File: src/rtl/conv_seq_pkg.sv
// Package: shared state type and mode decoding for the conversion sequencer.
// Assumes a two-bit mode field where any value with the top bit set means standby.
package conv_seq_pkg;

    typedef enum logic [1:0] {
        ST_STBY   = 2'd0,
        ST_CONT   = 2'd1,
        ST_SINGLE = 2'd2,
        ST_SDONE  = 2'd3
    } seq_state_t;

    localparam logic [1:0] MODE_CONT   = 2'b00;
    localparam logic [1:0] MODE_SINGLE = 2'b01;

    // Map a written mode field onto the state it starts.
    function automatic seq_state_t decode_mode(input logic [1:0] m);
        if (m == MODE_CONT)        return ST_CONT;
        else if (m == MODE_SINGLE) return ST_SINGLE;
        else                       return ST_STBY;
    endfunction

endpackage

File: src/rtl/conv_seq_settle.sv
// Settling counter: stands in for the modulator and filter.
// Counts period ticks after a restart and reports a finished conversion
// from tick FIRST_TICKS onward, one per tick.
// Assumes FIRST_TICKS >= 1. The count is cleared while not running.
module conv_seq_settle #(
    parameter int FIRST_TICKS = 2
) (
    input  logic clk,
    input  logic rst_n,
    input  logic restart,
    input  logic run,
    input  logic tick,
    output logic done
);
    localparam int CW = $clog2(FIRST_TICKS) + 1;
    localparam logic [CW-1:0] LAST = CW'(FIRST_TICKS - 1);

    logic [CW-1:0] cnt_q;

    // Advance the settle count on each tick until it saturates.
    always_ff @(posedge clk) begin
        if (!rst_n)                       cnt_q <= '0;
        else if (restart || !run)         cnt_q <= '0;
        else if (tick && (cnt_q != LAST)) cnt_q <= cnt_q + 1'b1;
    end

    // A tick that arrives at the saturated count completes a conversion.
    always_comb done = run && !restart && tick && (cnt_q == LAST);

endmodule

File: src/rtl/conv_seq_guard.sv
// Guard timer: holds a completed conversion back for GUARD_CYC cycles before
// the load. Completions that arrive while a window is open are ignored.
// A restart closes the window without firing.
// Assumes GUARD_CYC >= 1.
module conv_seq_guard #(
    parameter int GUARD_CYC = 4
) (
    input  logic clk,
    input  logic rst_n,
    input  logic restart,
    input  logic done,
    output logic arm,
    output logic fire
);
    localparam int GW = $clog2(GUARD_CYC + 1);
    localparam logic [GW-1:0] GLOAD = GW'(GUARD_CYC);

    logic [GW-1:0] gcnt_q;

    // Accept a completion only when no window is open.
    always_comb arm  = done && !restart && (gcnt_q == '0);
    // The last cycle of the window triggers the load.
    always_comb fire = (gcnt_q == GW'(1)) && !restart;

    // Open, count down, or cancel the guard window.
    always_ff @(posedge clk) begin
        if (!rst_n)              gcnt_q <= '0;
        else if (restart)        gcnt_q <= '0;
        else if (arm)            gcnt_q <= GLOAD;
        else if (gcnt_q != '0)   gcnt_q <= gcnt_q - 1'b1;
    end

endmodule

File: src/rtl/conv_seq_result.sv
// Result register: on a load it stores the raw value, or the saturated value
// when the converter reports an out-of-range input. Over-range wins over
// under-range. It also reports whether the incoming value is being clamped.
module conv_seq_result #(
    parameter int DW = 24
) (
    input  logic          clk,
    input  logic          rst_n,
    input  logic          load,
    input  logic          ovr_hi,
    input  logic          ovr_lo,
    input  logic [DW-1:0] din,
    output logic [DW-1:0] dout,
    output logic          clamped
);
    logic [DW-1:0] sat_val;

    // Choose the value to store: full scale, zero, or the raw sample.
    always_comb begin
        if (ovr_hi)      sat_val = {DW{1'b1}};
        else if (ovr_lo) sat_val = {DW{1'b0}};
        else             sat_val = din;
    end

    // Flag the current sample as clamped.
    always_comb clamped = ovr_hi || ovr_lo;

    // Update the data register only on a load.
    always_ff @(posedge clk) begin
        if (!rst_n)    dout <= '0;
        else if (load) dout <= sat_val;
    end

endmodule

File: src/rtl/conv_seq.sv
// Conversion mode sequencer (top). Tracks the operating mode, gates the settle
// counter and the guard timer, and drives the ready and error flags.
// Flag priority within a cycle: mode write, then load, then guard start, then read.
// Assumes that ticks in continuous mode are spaced more than GUARD_CYC cycles apart.
module conv_seq
    import conv_seq_pkg::*;
#(
    parameter int DW          = 24,
    parameter int FIRST_TICKS = 2,
    parameter int GUARD_CYC   = 4
) (
    input  logic          clk,
    input  logic          rst_n,
    input  logic          mode_wr,
    input  logic [1:0]    mode_bits,
    input  logic          period_tick,
    input  logic          data_rd,
    input  logic          ovr_hi,
    input  logic          ovr_lo,
    input  logic [DW-1:0] conv_data,
    output logic          pwr_on,
    output logic          load_stb,
    output logic [DW-1:0] data_out,
    output logic          rdy,
    output logic          err
);
    seq_state_t state_q;
    logic       done, arm, fire, clamped;
    logic       starts_conv;

    // The converter is powered in both converting states.
    always_comb pwr_on = (state_q == ST_CONT) || (state_q == ST_SINGLE);
    always_comb load_stb = fire;
    // A mode write that does not select standby starts a conversion.
    always_comb starts_conv = mode_wr && !mode_bits[1];

    conv_seq_settle #(.FIRST_TICKS(FIRST_TICKS)) u_settle (
        .clk(clk), .rst_n(rst_n), .restart(mode_wr), .run(pwr_on),
        .tick(period_tick), .done(done)
    );

    conv_seq_guard #(.GUARD_CYC(GUARD_CYC)) u_guard (
        .clk(clk), .rst_n(rst_n), .restart(mode_wr), .done(done),
        .arm(arm), .fire(fire)
    );

    conv_seq_result #(.DW(DW)) u_result (
        .clk(clk), .rst_n(rst_n), .load(fire), .ovr_hi(ovr_hi),
        .ovr_lo(ovr_lo), .din(conv_data), .dout(data_out), .clamped(clamped)
    );

    // Mode state: follow mode writes, and power down after a single result.
    always_ff @(posedge clk) begin
        if (!rst_n)                             state_q <= ST_CONT;
        else if (mode_wr)                       state_q <= decode_mode(mode_bits);
        else if (fire && state_q == ST_SINGLE)  state_q <= ST_SDONE;
    end

    // Ready flag, using the fixed priority listed in the header.
    always_ff @(posedge clk) begin
        if (!rst_n)       rdy <= 1'b1;
        else if (mode_wr) rdy <= 1'b1;
        else if (fire)    rdy <= 1'b0;
        else if (arm)     rdy <= 1'b1;
        else if (data_rd) rdy <= 1'b1;
    end

    // Error flag: captured with each load, cleared by a conversion-starting write.
    always_ff @(posedge clk) begin
        if (!rst_n)           err <= 1'b0;
        else if (starts_conv) err <= 1'b0;
        else if (fire)        err <= clamped;
    end

endmodule

File: config.mk
export PLATFORM = sky130hd
export DESIGN_NAME = conv_seq
export DESIGN_NICKNAME = d
export VERILOG_FILES = /design/src/rtl/conv_seq_pkg.sv /design/src/rtl/conv_seq_settle.sv /design/src/rtl/conv_seq_guard.sv /design/src/rtl/conv_seq_result.sv /design/src/rtl/conv_seq.sv
export SDC_FILE = /design/constraint.sdc
export NUM_CORES = 1
export LEC_CHECK = 0
export BUFFER_PORTS_ARGS = -buffer_cell sky130_fd_sc_hd__buf_2
export CORE_MARGIN = 2
export CORE_UTILIZATION = 45
export CTS_BUF_LIST = sky130_fd_sc_hd__clkbuf_16
export CTS_CLUSTER_DIAMETER = 150
export DETAILED_ROUTE_END_ITERATION = 12
export GPL_TIMING_DRIVEN = 1
export PLACE_DENSITY = 0.85
export SLEW_MARGIN = 20
export SYNTH_ARGS = -nofsm -noshare
export SYNTH_HDL_FRONTEND = slang
export SYNTH_SLANG_ARGS = --single-unit
File: constraint.sdc
create_clock -name clk -period 1.87 [get_ports clk]
set_input_delay 0.4675 -clock clk [delete_from_list [all_inputs] [get_ports clk]]
set_output_delay 0.4675 -clock clk [all_outputs]
set_load 0.05 [all_outputs]
-- After elaboration in Yosys (flattened, before gate mapping)
Cells that the tools add are included.
- $add $sub $neg: 2
- muxes and demuxes: 11
- bitwise operators: 1
- reductions and logical operators: 25
- multiply operators: 0
- shift-type cells: 0
- equality and inequality tests: 6
- divide/modulo/power cells: 0
- order comparisons: 0
- operators by type and width (cell ; count):
    2-to-1 mux 24 bit ; 2
    logical AND 1 bit ; 9
    2-to-1 mux 2 bit ; 4
    equality test 2 x 1 -> 1 bit (second input constant) ; 3
    2-to-1 mux 3 bit ; 2
    nonzero test 3 bit ; 2
    OR reduction 2 bit ; 3
    nonzero test 2 bit ; 2
    equality test 3 x 1 -> 1 bit (second input constant) ; 1
    logical NOT 1 bit ; 3
    logical NOT 3 bit ; 1
    logical OR 1 bit ; 3
    2-to-1 mux 1 bit ; 3
    OR reduction 3 bit ; 1
    subtractor 3 x 1 -> 3 bit (second input constant) ; 1
    adder 2 x 1 -> 2 bit (second input constant) ; 1
    equality test 2 bit (second input constant) ; 1
    logical NOT 2 bit ; 1
    != test 2 x 1 -> 1 bit (second input constant) ; 1
    NOT 1 bit ; 1
- memories: 0
- register bits after elaboration: 33
- bits in read-only memories: 0
- latch bits: 0
- bits in writable memories: 0
- logic and storage cells: 52
- output and inout bits: 28
- input port bits: 33

-- Logic depth before layout (Yosys ltp)
Gate-level depths: netlist of the first run.
- depth in word-level cells: 9
- mapped depth: 6
- mapped depth without buffers: 5

-- Cells and area by module
From an unflattened synthesis of the first run, not the netlist that was laid out.
- cells, all modules: 163
- area, all modules: 1498.9 um2
- by module, submodules not included (module ; area each (um2) ; sequential area each (um2) ; instances ; cells an instance):
    conv_seq_result ; 980.9 ; 480.5 ; 1 ; 107
    conv_seq_guard ; 207.7 ; 60.1 ; 1 ; 24
    conv_seq ; 188.9 ; 80.1 ; 1 ; 20
    conv_seq_settle ; 121.4 ; 40.0 ; 1 ; 12

-- Least setup slack after synthesis of the first run
Ideal clock, no wire load.
- path kind: register to output
- start point: register u_guard.gcnt_q[1]
- end point: output port load_stb
- data required time: 1.402 ns
- cell stages (with the launch flop): 5
- arrival time: 1.168 ns
- buffers on the path: 1
- setup slack: 0.235 ns
- path through: dfxtp_1 > inv_1 > ha_1 > nor3b_4 > buf_4
- word-level cells in the longest chain between the ends: 2
- RTL lines (what ; line ; RTL):
    from (decl) ; conv_seq_guard.sv:18 ; logic [GW-1:0] gcnt_q;
    from (signal assigned) ; conv_seq_guard.sv:30 ; else if (gcnt_q != '0) gcnt_q <= gcnt_q - 1'b1;
    equality test 3 x 1 -> 1 bit ; conv_seq_guard.sv:23 ; always_comb fire = (gcnt_q == GW'(1)) && !restart;
    logical AND 1 bit ; conv_seq_guard.sv:23 ;
    to (decl) ; conv_seq.sv:22 ; output logic load_stb,
Every way passes these cells.

-- Worst setup path in the final report of the first run
- start point: register u_guard.gcnt_q[0]
- end point: output port load_stb
Same word-level chain as after synthesis.

==> results.tsv, run 1 <==
metric	value	unit
setup violators final	0	
critical path capture point type	primary output	
Routed Antenna Nets	0	
Vias	1286	
Yosys Warn Count	0	
Inserted Clock Buffers	5	
chip height	62.6	um
fin nets	257	
EDFF count, synth	0	
R2R Setup Slk	0.28	ns
Flop pwr share	0.402	
Worst-path clk slew	0.05	ns
fin crit share	0.965	
Yosys top cell area share	0.428	
sw power	0.394	mW
Combinational Power Share	0.098	
Critical Path RT	1.40	ns
Die Span X	62.6	um
Gate Count Post-Synth	161	
Clock Skew	0.00162	ns
Setup TNS	0	ns
Initial Util	0.466	
H-Tree Level Count	2	
post-route cell area	2030	um^2
Synth Area in XOR/XNOR	0.0113	
Setup Crit Path Kind	register to primary output	
CTS tree	yes	
CP Data Arrival Time	1.34	ns
Post-synth ARST share	0	
Slew headroom	0.708	
largest net degree at the start of global routing	53	
mux contribution to synthesized area	0.00648	
synthesized cell area	1540	um^2
initial antenna violation count	0	
# clock sinks	33	
Yosys top cell by area	dfxtp_1	
wire length per cell	11.9	um
first-pass GRT wire length	5430	um
CTS max path bufs	2	
Hold Path Sink	u_guard.gcnt_q[1]	
Sw Share	0.220	
Synth Register Bits	33	
Clk network pwr share	0.500	
syn_nets	199	
top_reg_cell synth	dfxtp_1	
clk root buf	clkbuf_16	
CP Launch Point	u_guard.gcnt_q[0]	
Final GP Congestion	0.741	
Slew Limit Fails	0	
# diodes	0	
Worst Path Max Fanout	3	
most common cell after layout, fill and taps aside	buf_2	
Boundary Pins	61	
register area share after synthesis	0.428	
Area after DPL	1860	um^2
Final Hold Fails	0	
Area Growth Syn to Fin	31.2	%
DRC viols	0	
P_leak	0.853	nW
Netlist cell types	28	
Tightest Pin Transition	0.438	ns
internal cell power	1.40	mW
HPWL after DPL	2150	um
HP Class	register to register	
Synth Area per Inst	9.59	um^2
grt ovf	0	
floorplan row count	21	
maximum vdd drop	0.627	mV
RSZ-0062 raised after global routing	false	
RR Startpoint	u_guard.gcnt_q[0]	
status	finished clean	
Post-Synth Simple-Gate Area	0.139	
f_max	554	MHz
WHS	0.465	ns
post-CTS setup buffer count	0	
maxcap violations	0	
Pwr per Cell Area	884	nW/um^2
r2r endpoint	state_q[1]	
largest family of logic cells by synthesized area	compound AO/OA/AOI/OAI gates	
FF-to-FF path depth	5	
top cells by area, synth	dfxtp_1, a211oi_2, a21oi_1	
FILL cells	314	
adder-cell share of the synthesized area	0.0405	
die area	3920	um^2
vias in the first global route	1179	
gr usage total	0.174	
hold-critical path depth	2	
hold path start	u_guard.gcnt_q[1]	
area of the core	3310	um^2
port bufs	60	
Period minus WS final	1.80	ns
most frequent cells in the layout	buf_2, dfxtp_1, nor2_1, a21oi_1, a211oi_2	
1st-pass router iterations	4	
clk_lat worst skew	0.27	ns
routed wire length	3170	um
Compound-Gate Fraction of Synth Area	0.309	
share of layout cells above drive strength 1	0.441	
vias per inst	4.83	
Detailed Route Iter0 Violations	55	
crit path launch type	register	
-- logic make-up after synthesis --
family	Yosys count
AOI/OAI and AO/OA	56
and+or+nand+nor	45
DFF	33
buffers and inverters	19
xor gates and xnor gates	2
muxes	1
adders and majority gates	5
-- synthesized netlist by cell type (all sizes together), types with 2 or more instances --
library cell,count
clkbuf,5
nand2b,3
nor2b,2
nor2,30
xnor2,2
a21oi,26
inv,7
a211oi,25
ha,5
dfxtp,33
buf,7
nand2,5
-- layer usage --
metal / part of all wire / global-route usage
met5: 0 / 0
met2: 0.46 / 0.282
met1: 0.46 / 0.215
met3: 0.063 / 0.0432
met4: 0.013 / 0.0889
-- worst max-delay path by stage --
stage,endpoint,slack [ns],cells after the start
5_1_grt,load_stb,0.02,4
3_5_place_dp,load_stb,0.23,3
6_report,load_stb,0.07,3
2_1_floorplan,load_stb,0.23,4
3_3_place_gp,load_stb,0.23,3
4_1_cts,load_stb,0.01,4
-- final cells by class --
cell class / count / area [um^2] / area share
Tap cell: 46 / 57.6 / 0.0284
Clock buffer: 5 / 125 / 0.0618
Multi-Input combinational cell: 109 / 781 / 0.385
Timing Repair Buffer: 63 / 338 / 0.167
Sequential cell: 33 / 661 / 0.326
Clock inverter: 3 / 37.5 / 0.0185
Inverter: 7 / 26.3 / 0.0130
-- flip-flops by register name, summed over array words and instances, names as in the netlist --
name	flops
err	1
rdy	1
state_q	2
u_guard.gcnt_q	3
u_result.dout	24
u_settle.cnt_q	2
-- per-stage QoR --
stage | std cells | power, mW | setup WS (ns) | util
6_report | 266 | 1.79 | 0.0655 | 0.612
5_1_grt | 266 | 1.86 | 0.0219 | 0.612
4_1_cts | 266 | 1.81 | 0.0123 | 0.611
3_5_place_dp | 258 | 0.910 | 0.230 | 0.562
3_3_place_gp | 258 | 0.909 | 0.226 | 0.562
2_1_floorplan | 161 | 0.851 | 0.235 | -
-- what timing repair did --
item,4_1_cts,5_1_grt
setup endpoints to repair,0,1
gates resized for setup,0,2
hold buffers,0,0
-- power groups by stage --
stage | clock network, mW | logic (mW) | registers, mW
after floorplan | 0 | 0.100 | 0.751
after CTS | 0.914 | 0.177 | 0.720
after detailed placement | 0 | 0.176 | 0.735
final | 0.896 | 0.175 | 0.720
after global routing | 0.950 | 0.194 | 0.721
after global placement | 0 | 0.174 | 0.734
-- worst max-delay path, stage by stage (launching register included) --
cell	delay, ns
dfxtp_1	0.40
ha_1	0.18
nor3b_4	0.24
buf_4	0.25
(Power assumes the default switching activity.)
==> inputs of run 2 (changes only) <==
Settings changed: BUFFER_PORTS_ARGS -buffer_cell sky130_fd_sc_hd__buf_2 to not set, DONT_BUFFER_PORTS set to 1, HOLD_SLACK_MARGIN set to 0.06, PLACE_DENSITY 0.85 to 0.7.
Clock period 1.87 ns to 1.95 ns, I/O delays scaled along.
==> run 2 against run 1 <==
Compared with the run above:
- sequential cell count did not move
- non-clock buffer count is 59 lower
- clock skew rose by 0.00055 ns
- cell area fell by 14%
- final cell count down 22%
- total power down 6.6%
- worst setup slack improved by 0.072 ns
- count of clock-buffer cells in the layout stayed put
- sequential share of layout area up 5.3 points
- global-route usage decreased by 0.23 points
- combinational power is 39% lower
- first-iteration DRC count fell by 38%
- critical endpoint unchanged
==> results.tsv, run 2 (synthesis gave the netlist of run 1 again) <==
metric	value	unit	change
routed wire length	3140	um	-0.91%
Clock Skew	0.00217	ns	+0.000547 ns
H-Tree Level Count	2		unchanged
Regs by FF count	u_result.dout x24, u_guard.gcnt_q x3		
# clock sinks	33		unchanged
clk root buf	clkbuf_16		
FILL cells	311		-0.96%
HP Class	input pin to register		
Detailed Route Iter0 Violations	34		-38%
RR Startpoint	u_guard.gcnt_q[1]		
status	finished clean		
setup ws final	0.138	ns	+0.0723 ns
Initial Util	0.466		unchanged
largest net degree at the start of global routing	30		-43%
CTS max path bufs	2		unchanged
Period minus WS final	1.81	ns	
maximum vdd drop	0.656	mV	+4.6%
initial antenna violation count	0		unchanged
Slew headroom	0.594		-0.114
fin nets	198		-23%
Seq. cell area	661	um^2	unchanged
critical path capture point type	primary output		
crit path launch type	register		
Top reg by flops	u_result.dout		
placed cells	199		-23%
Post-CTS Hold Buffers	0		unchanged
final core utilization	0.526		-0.0854
Vias	1127		-12%
PostCTS Resize Cnt	0		unchanged
FF-to-FF path depth	6		+1
P_leak	0.586	nW	-31%
Final GP Congestion	0.723		-2.4%
met1 Use GR	0.157		-0.0577
max reg flops	24		unchanged
floorplan row count	21		unchanged
chip height	62.6	um	unchanged
Area Growth Syn to Fin	12.9	%	
Final Hold Fails	0		unchanged
setup violators final	0		unchanged
# diodes	0		unchanged
first-pass GRT wire length	5300	um	-2.4%
pre-CTS setup slack	0.409	ns	+0.178 ns
R2R Setup Slk	0.41	ns	+0.13 ns
Critical Path RT	1.46	ns	+0.06 ns
grt ovf	0		unchanged
hold-critical path depth	1		-1
fin crit share	0.929		
met2 GRT Util	0.327		+0.0444
1st-pass router iterations	2		-2
final cell count without fillers	207		-22%
crit-path max cell delay	0.31	ns	-0.09 ns
share of layout cells above drive strength 1	0.236		-0.205
vias in the first global route	1190		+0.93%
Setup Crit Path Kind	register to primary output		
Boundary Pins	61		unchanged
DRC viols	0		unchanged
Inserted Clock Buffers	5		unchanged
most common cell after layout, fill and taps aside	dfxtp_1		
Pwr per Cell Area	960	nW/um^2	+8.5%
f_max	552	MHz	
Setup TNS	0	ns	unchanged
Buffers & Inverters on Critical Path	2		+1
HPWL after DPL	2260	um	+5.1%
Worst Path Max Fanout	29		+26
Slew Limit Fails	0		unchanged
hold path start	mode_wr		
maxcap violations	0		unchanged
area of the multi-input gates	781	um^2	unchanged
post-CTS setup buffer count	0		unchanged
Worst-path clk slew	0.05	ns	about the same
area of the core	3310	um^2	unchanged
met3 Usage GRT	0.0685		+0.0252
gr busiest metal	met2		
RSZ-0062 raised after global routing	false		
Routed Antenna Nets	0		unchanged
die area	3920	um^2	unchanged
CP Data Arrival Time	1.32	ns	-0.02 ns
most frequent cells in the layout	dfxtp_1, nor2_1, a21oi_1, a211oi_2, inv_1		
wire length per cell	15.2	um	+27%
gr usage total	0.172		-0.00229
r2r endpoint	state_q[1]		
Hold Path Sink	state_q[1]		
vias per inst	5.44		+13%
Cell Chain, Critical Path	inv_1, ha_1, nor3b_4, buf_12		
delay-heaviest family, CP	buffers and inverters		
Die Span X	62.6	um	unchanged
Critical-path top delay cell	dfxtp_1		
WHS	0.330	ns	-0.136 ns
clk_lat worst skew	0.27	ns	about the same
Tightest Pin Transition	0.608	ns	+0.171 ns
CTS tree	yes		
port bufs	0		-100%
-- run 2: area by class of cell --
| type | count | area share |
|---|---|---|
| Sequential cell | 33 | 0.379 |
| Multi-Input combinational cell | 109 | 0.448 |
| Tap cell | 46 | 0.0330 |
| Clock buffer | 5 | 0.0718 |
| Timing Repair Buffer | 4 | 0.0316 |
| Inverter | 7 | 0.0151 |
| Clock inverter | 3 | 0.0215 |
-- run 2: worst reg2reg max path, cell delays in order, from the launching register on --
cell and delay [ns]:
dfxtp_1 0.31, inv_1 0.09, ha_1 0.15, nor3b_4 0.23
buf_12 0.26, nand2_1 0.13, a221oi_1 0.27
-- run 2: worst max path at each step --
| stage | to | from | depth (start not counted) | slack (ns) |
|---|---|---|---|---|
| after CTS | load_stb | u_guard.gcnt_q[1] | 4 | 0.12 |
| after global placement | pwr_on | state_q[0] | 3 | 0.47 |
| after detailed placement | state_q[1] | u_guard.gcnt_q[1] | 6 | 0.41 |
| final | load_stb | u_guard.gcnt_q[1] | 4 | 0.14 |
| after floorplan | load_stb | u_guard.gcnt_q[1] | 4 | 0.29 |
| after global routing | load_stb | u_guard.gcnt_q[1] | 4 | 0.05 |
-- run 2: layer usage --
metal,wire (um),part of all wire,vias up
li1,-,-,559
met1,1200,0.38,525
met2,1650,0.53,36
met3,236,0.075,7
met4,56,0.018,0
met5,0,0,-
-- run 2: report_power, final --
group	leakage [nW]	total (mW)	switching, mW	internal [mW]
Clock	0.0826	0.859	0.266	0.592
Sequential	0.267	0.708	0.0222	0.685
Combinational	0.237	0.107	0.0685	0.0382
Total	0.586	1.67	0.357	1.32
-- run 2: metrics by stage --
stage	total power [mW]	cell area, um^2
after floorplan	0.816	1540
after global placement	0.824	1580
after detailed placement	0.829	1580
after CTS	1.70	1740
after global routing	1.73	1740
final	1.67	1740
==> inputs of run 3 (changes only) <==
Settings changed: GPL_ROUTABILITY_DRIVEN set to 0, REMOVE_ABC_BUFFERS set to 1.
==> run 3 against run 2 <==
Compared with the run above:
- non-clock buffer count up 1
- register-to-register slack better by 0.03 ns
- worst hold slack worse by 0.011 ns
- final cell count up 0.48%
- via count up 0.18%
- clock skew up 0.0012 ns
- count of clock-buffer cells in the layout unchanged
- sequential cell count unchanged
- worst setup slack worse by 0.011 ns
- maximum frequency down 0.59%
- largest power group unchanged
- highest routed layer unchanged
==> results.tsv, run 3 (synthesis gave the netlist of run 1 again) <==
metric	value	unit	change
status	finished clean		
Worst Path Max Fanout	34		+17%
post-CTS setup buffer count	0		unchanged
Setup Crit Path Kind	register to primary output		
first-pass GRT wire length	5260	um	-0.66%
Seq. cell area	661	um^2	unchanged
Boundary Pins	61		unchanged
CP Data Arrival Time	1.34	ns	+0.02 ns
r2r endpoint	state_q[1]		
grt ovf	0		unchanged
chip height	62.6	um	unchanged
Final Hold Fails	0		unchanged
FF-to-FF path depth	5		-1
maximum vdd drop	0.557	mV	-15%
floorplan row count	21		unchanged
crit path launch type	register		
Slew headroom	0.633		+0.0390
gr usage total	0.173		+0.00138
final core utilization	0.525		-0.00151
CTS tree	yes		
Tightest Pin Transition	0.550	ns	-0.0586 ns
port bufs	0		unchanged
HPWL after DPL	2380	um	+5.5%
vias per inst	5.43		-0.30%
Top reg by flops	u_result.dout		
maxcap violations	0		unchanged
Vias	1129		+0.18%
hold-critical path depth	1		unchanged
DRC viols	0		unchanged
f_max	549	MHz	-0.59%
P_leak	0.586	nW	about the same
Area Growth Syn to Fin	12.6	%	
Hold Path Sink	state_q[1]		
pre-CTS setup slack	0.420	ns	+0.0112 ns
critical path capture point type	primary output		
Period minus WS final	1.82	ns	+0.0108 ns
area of the core	3310	um^2	unchanged
FILL cells	316		+1.6%
share of layout cells above drive strength 1	0.241		+0.00472
RR Startpoint	u_guard.gcnt_q[0]		
initial antenna violation count	0		unchanged
wire length per cell	15.3	um	+1.1%
setup violators final	0		unchanged
Critical Path RT	1.46	ns	about the same
routed wire length	3190	um	+1.6%
Worst-path clk slew	0.05	ns	about the same
most common cell after layout, fill and taps aside	dfxtp_1		
setup ws final	0.127	ns	-0.0108 ns
Slew Limit Fails	0		unchanged
largest net degree at the start of global routing	35		+17%
vias in the first global route	1103		-7.3%
PostCTS Resize Cnt	0		unchanged
Initial Util	0.466		unchanged
clk_lat worst skew	0.27	ns	about the same
die area	3920	um^2	unchanged
Routed Antenna Nets	0		unchanged
most frequent cells in the layout	dfxtp_1, nor2_1, a21oi_1, a211oi_2, inv_1		
# clock sinks	33		unchanged
H-Tree Level Count	2		unchanged
Detailed Route Iter0 Violations	64		+88%
R2R Setup Slk	0.44	ns	+0.03 ns
HP Class	input pin to register		
Clock Skew	0.00337	ns	+0.00120 ns
max reg flops	24		unchanged
Pwr per Cell Area	962	nW/um^2	+0.18%
hold path start	mode_wr		
Die Span X	62.6	um	unchanged
CTS max path bufs	2		unchanged
clk root buf	clkbuf_16		
fin nets	199		+0.51%
Inserted Clock Buffers	5		unchanged
RSZ-0062 raised after global routing	false		
Post-CTS Hold Buffers	0		unchanged
area of the multi-input gates	781	um^2	unchanged
1st-pass router iterations	4		+2
# diodes	0		unchanged
Regs by FF count	u_result.dout x24, u_guard.gcnt_q x3		
fin crit share	0.935		+0.00556
run 3: changes by cell type in the layout (fill, tap and decap cells not counted):
cell    change
buf_12      -1
buf_4       +2
run 3: layout make-up:
class,instances,share of cell area
Timing Repair Buffer,5,0.0288
Clock inverter,3,0.0216
Inverter,7,0.0151
Multi-Input combinational cell,109,0.449
Clock buffer,5,0.0720
Sequential cell,33,0.380
Tap cell,46,0.0331
run 3: per-layer routing:
| metal | vias up | wire length [um] | track usage |
|---|---|---|---|
| li1 | 564 | - | - |
| met2 | 51 | 1610 | 0.300 |
| met3 | 6 | 295 | 0.0955 |
| met1 | 508 | 1240 | 0.177 |
| met4 | 0 | 51 | 0.0583 |
| met5 | - | 0 | 0 |
run 3: worst max-delay path: stages (launching register included):
cell and delay (ns):
dfxtp_1 0.38, ha_1 0.17, nor3b_4 0.23, buf_12 0.27
run 3: worst max-delay path by stage:
stage                  to              start  depth (start not counted)  slack [ns]
5_1_grt          load_stb  u_guard.gcnt_q[1]                          4        0.03
4_1_cts          load_stb  u_guard.gcnt_q[1]                          4        0.12
2_1_floorplan  state_q[1]  u_guard.gcnt_q[1]                          5       -0.90
3_5_place_dp     load_stb  u_guard.gcnt_q[1]                          4        0.42
6_report         load_stb  u_guard.gcnt_q[0]                          3        0.13
3_3_place_gp     load_stb  u_guard.gcnt_q[1]                          4        0.46
run 3: per-stage QoR:
step | area, um^2 | power, mW | hold slack (ns) | TNS [ns] | cells
after global placement | 1580 | 0.822 | 0.451 | 0 | 200
after global routing | 1740 | 1.74 | 0.325 | 0 | 208
after floorplan | 1470 | 0.806 | 0.441 | -21.71 | 149
final | 1740 | 1.67 | 0.319 | 0 | 208
after CTS | 1740 | 1.69 | 0.318 | 0 | 208
after detailed placement | 1580 | 0.829 | 0.462 | 0 | 200
run 3: power by group:
group / internal, mW / switching, mW / leakage, nW
clock network: 0.592 / 0.265 / 0.0826
registers: 0.686 / 0.0223 / 0.267
logic: 0.0370 / 0.0695 / 0.237
total: 1.31 / 0.357 / 0.586
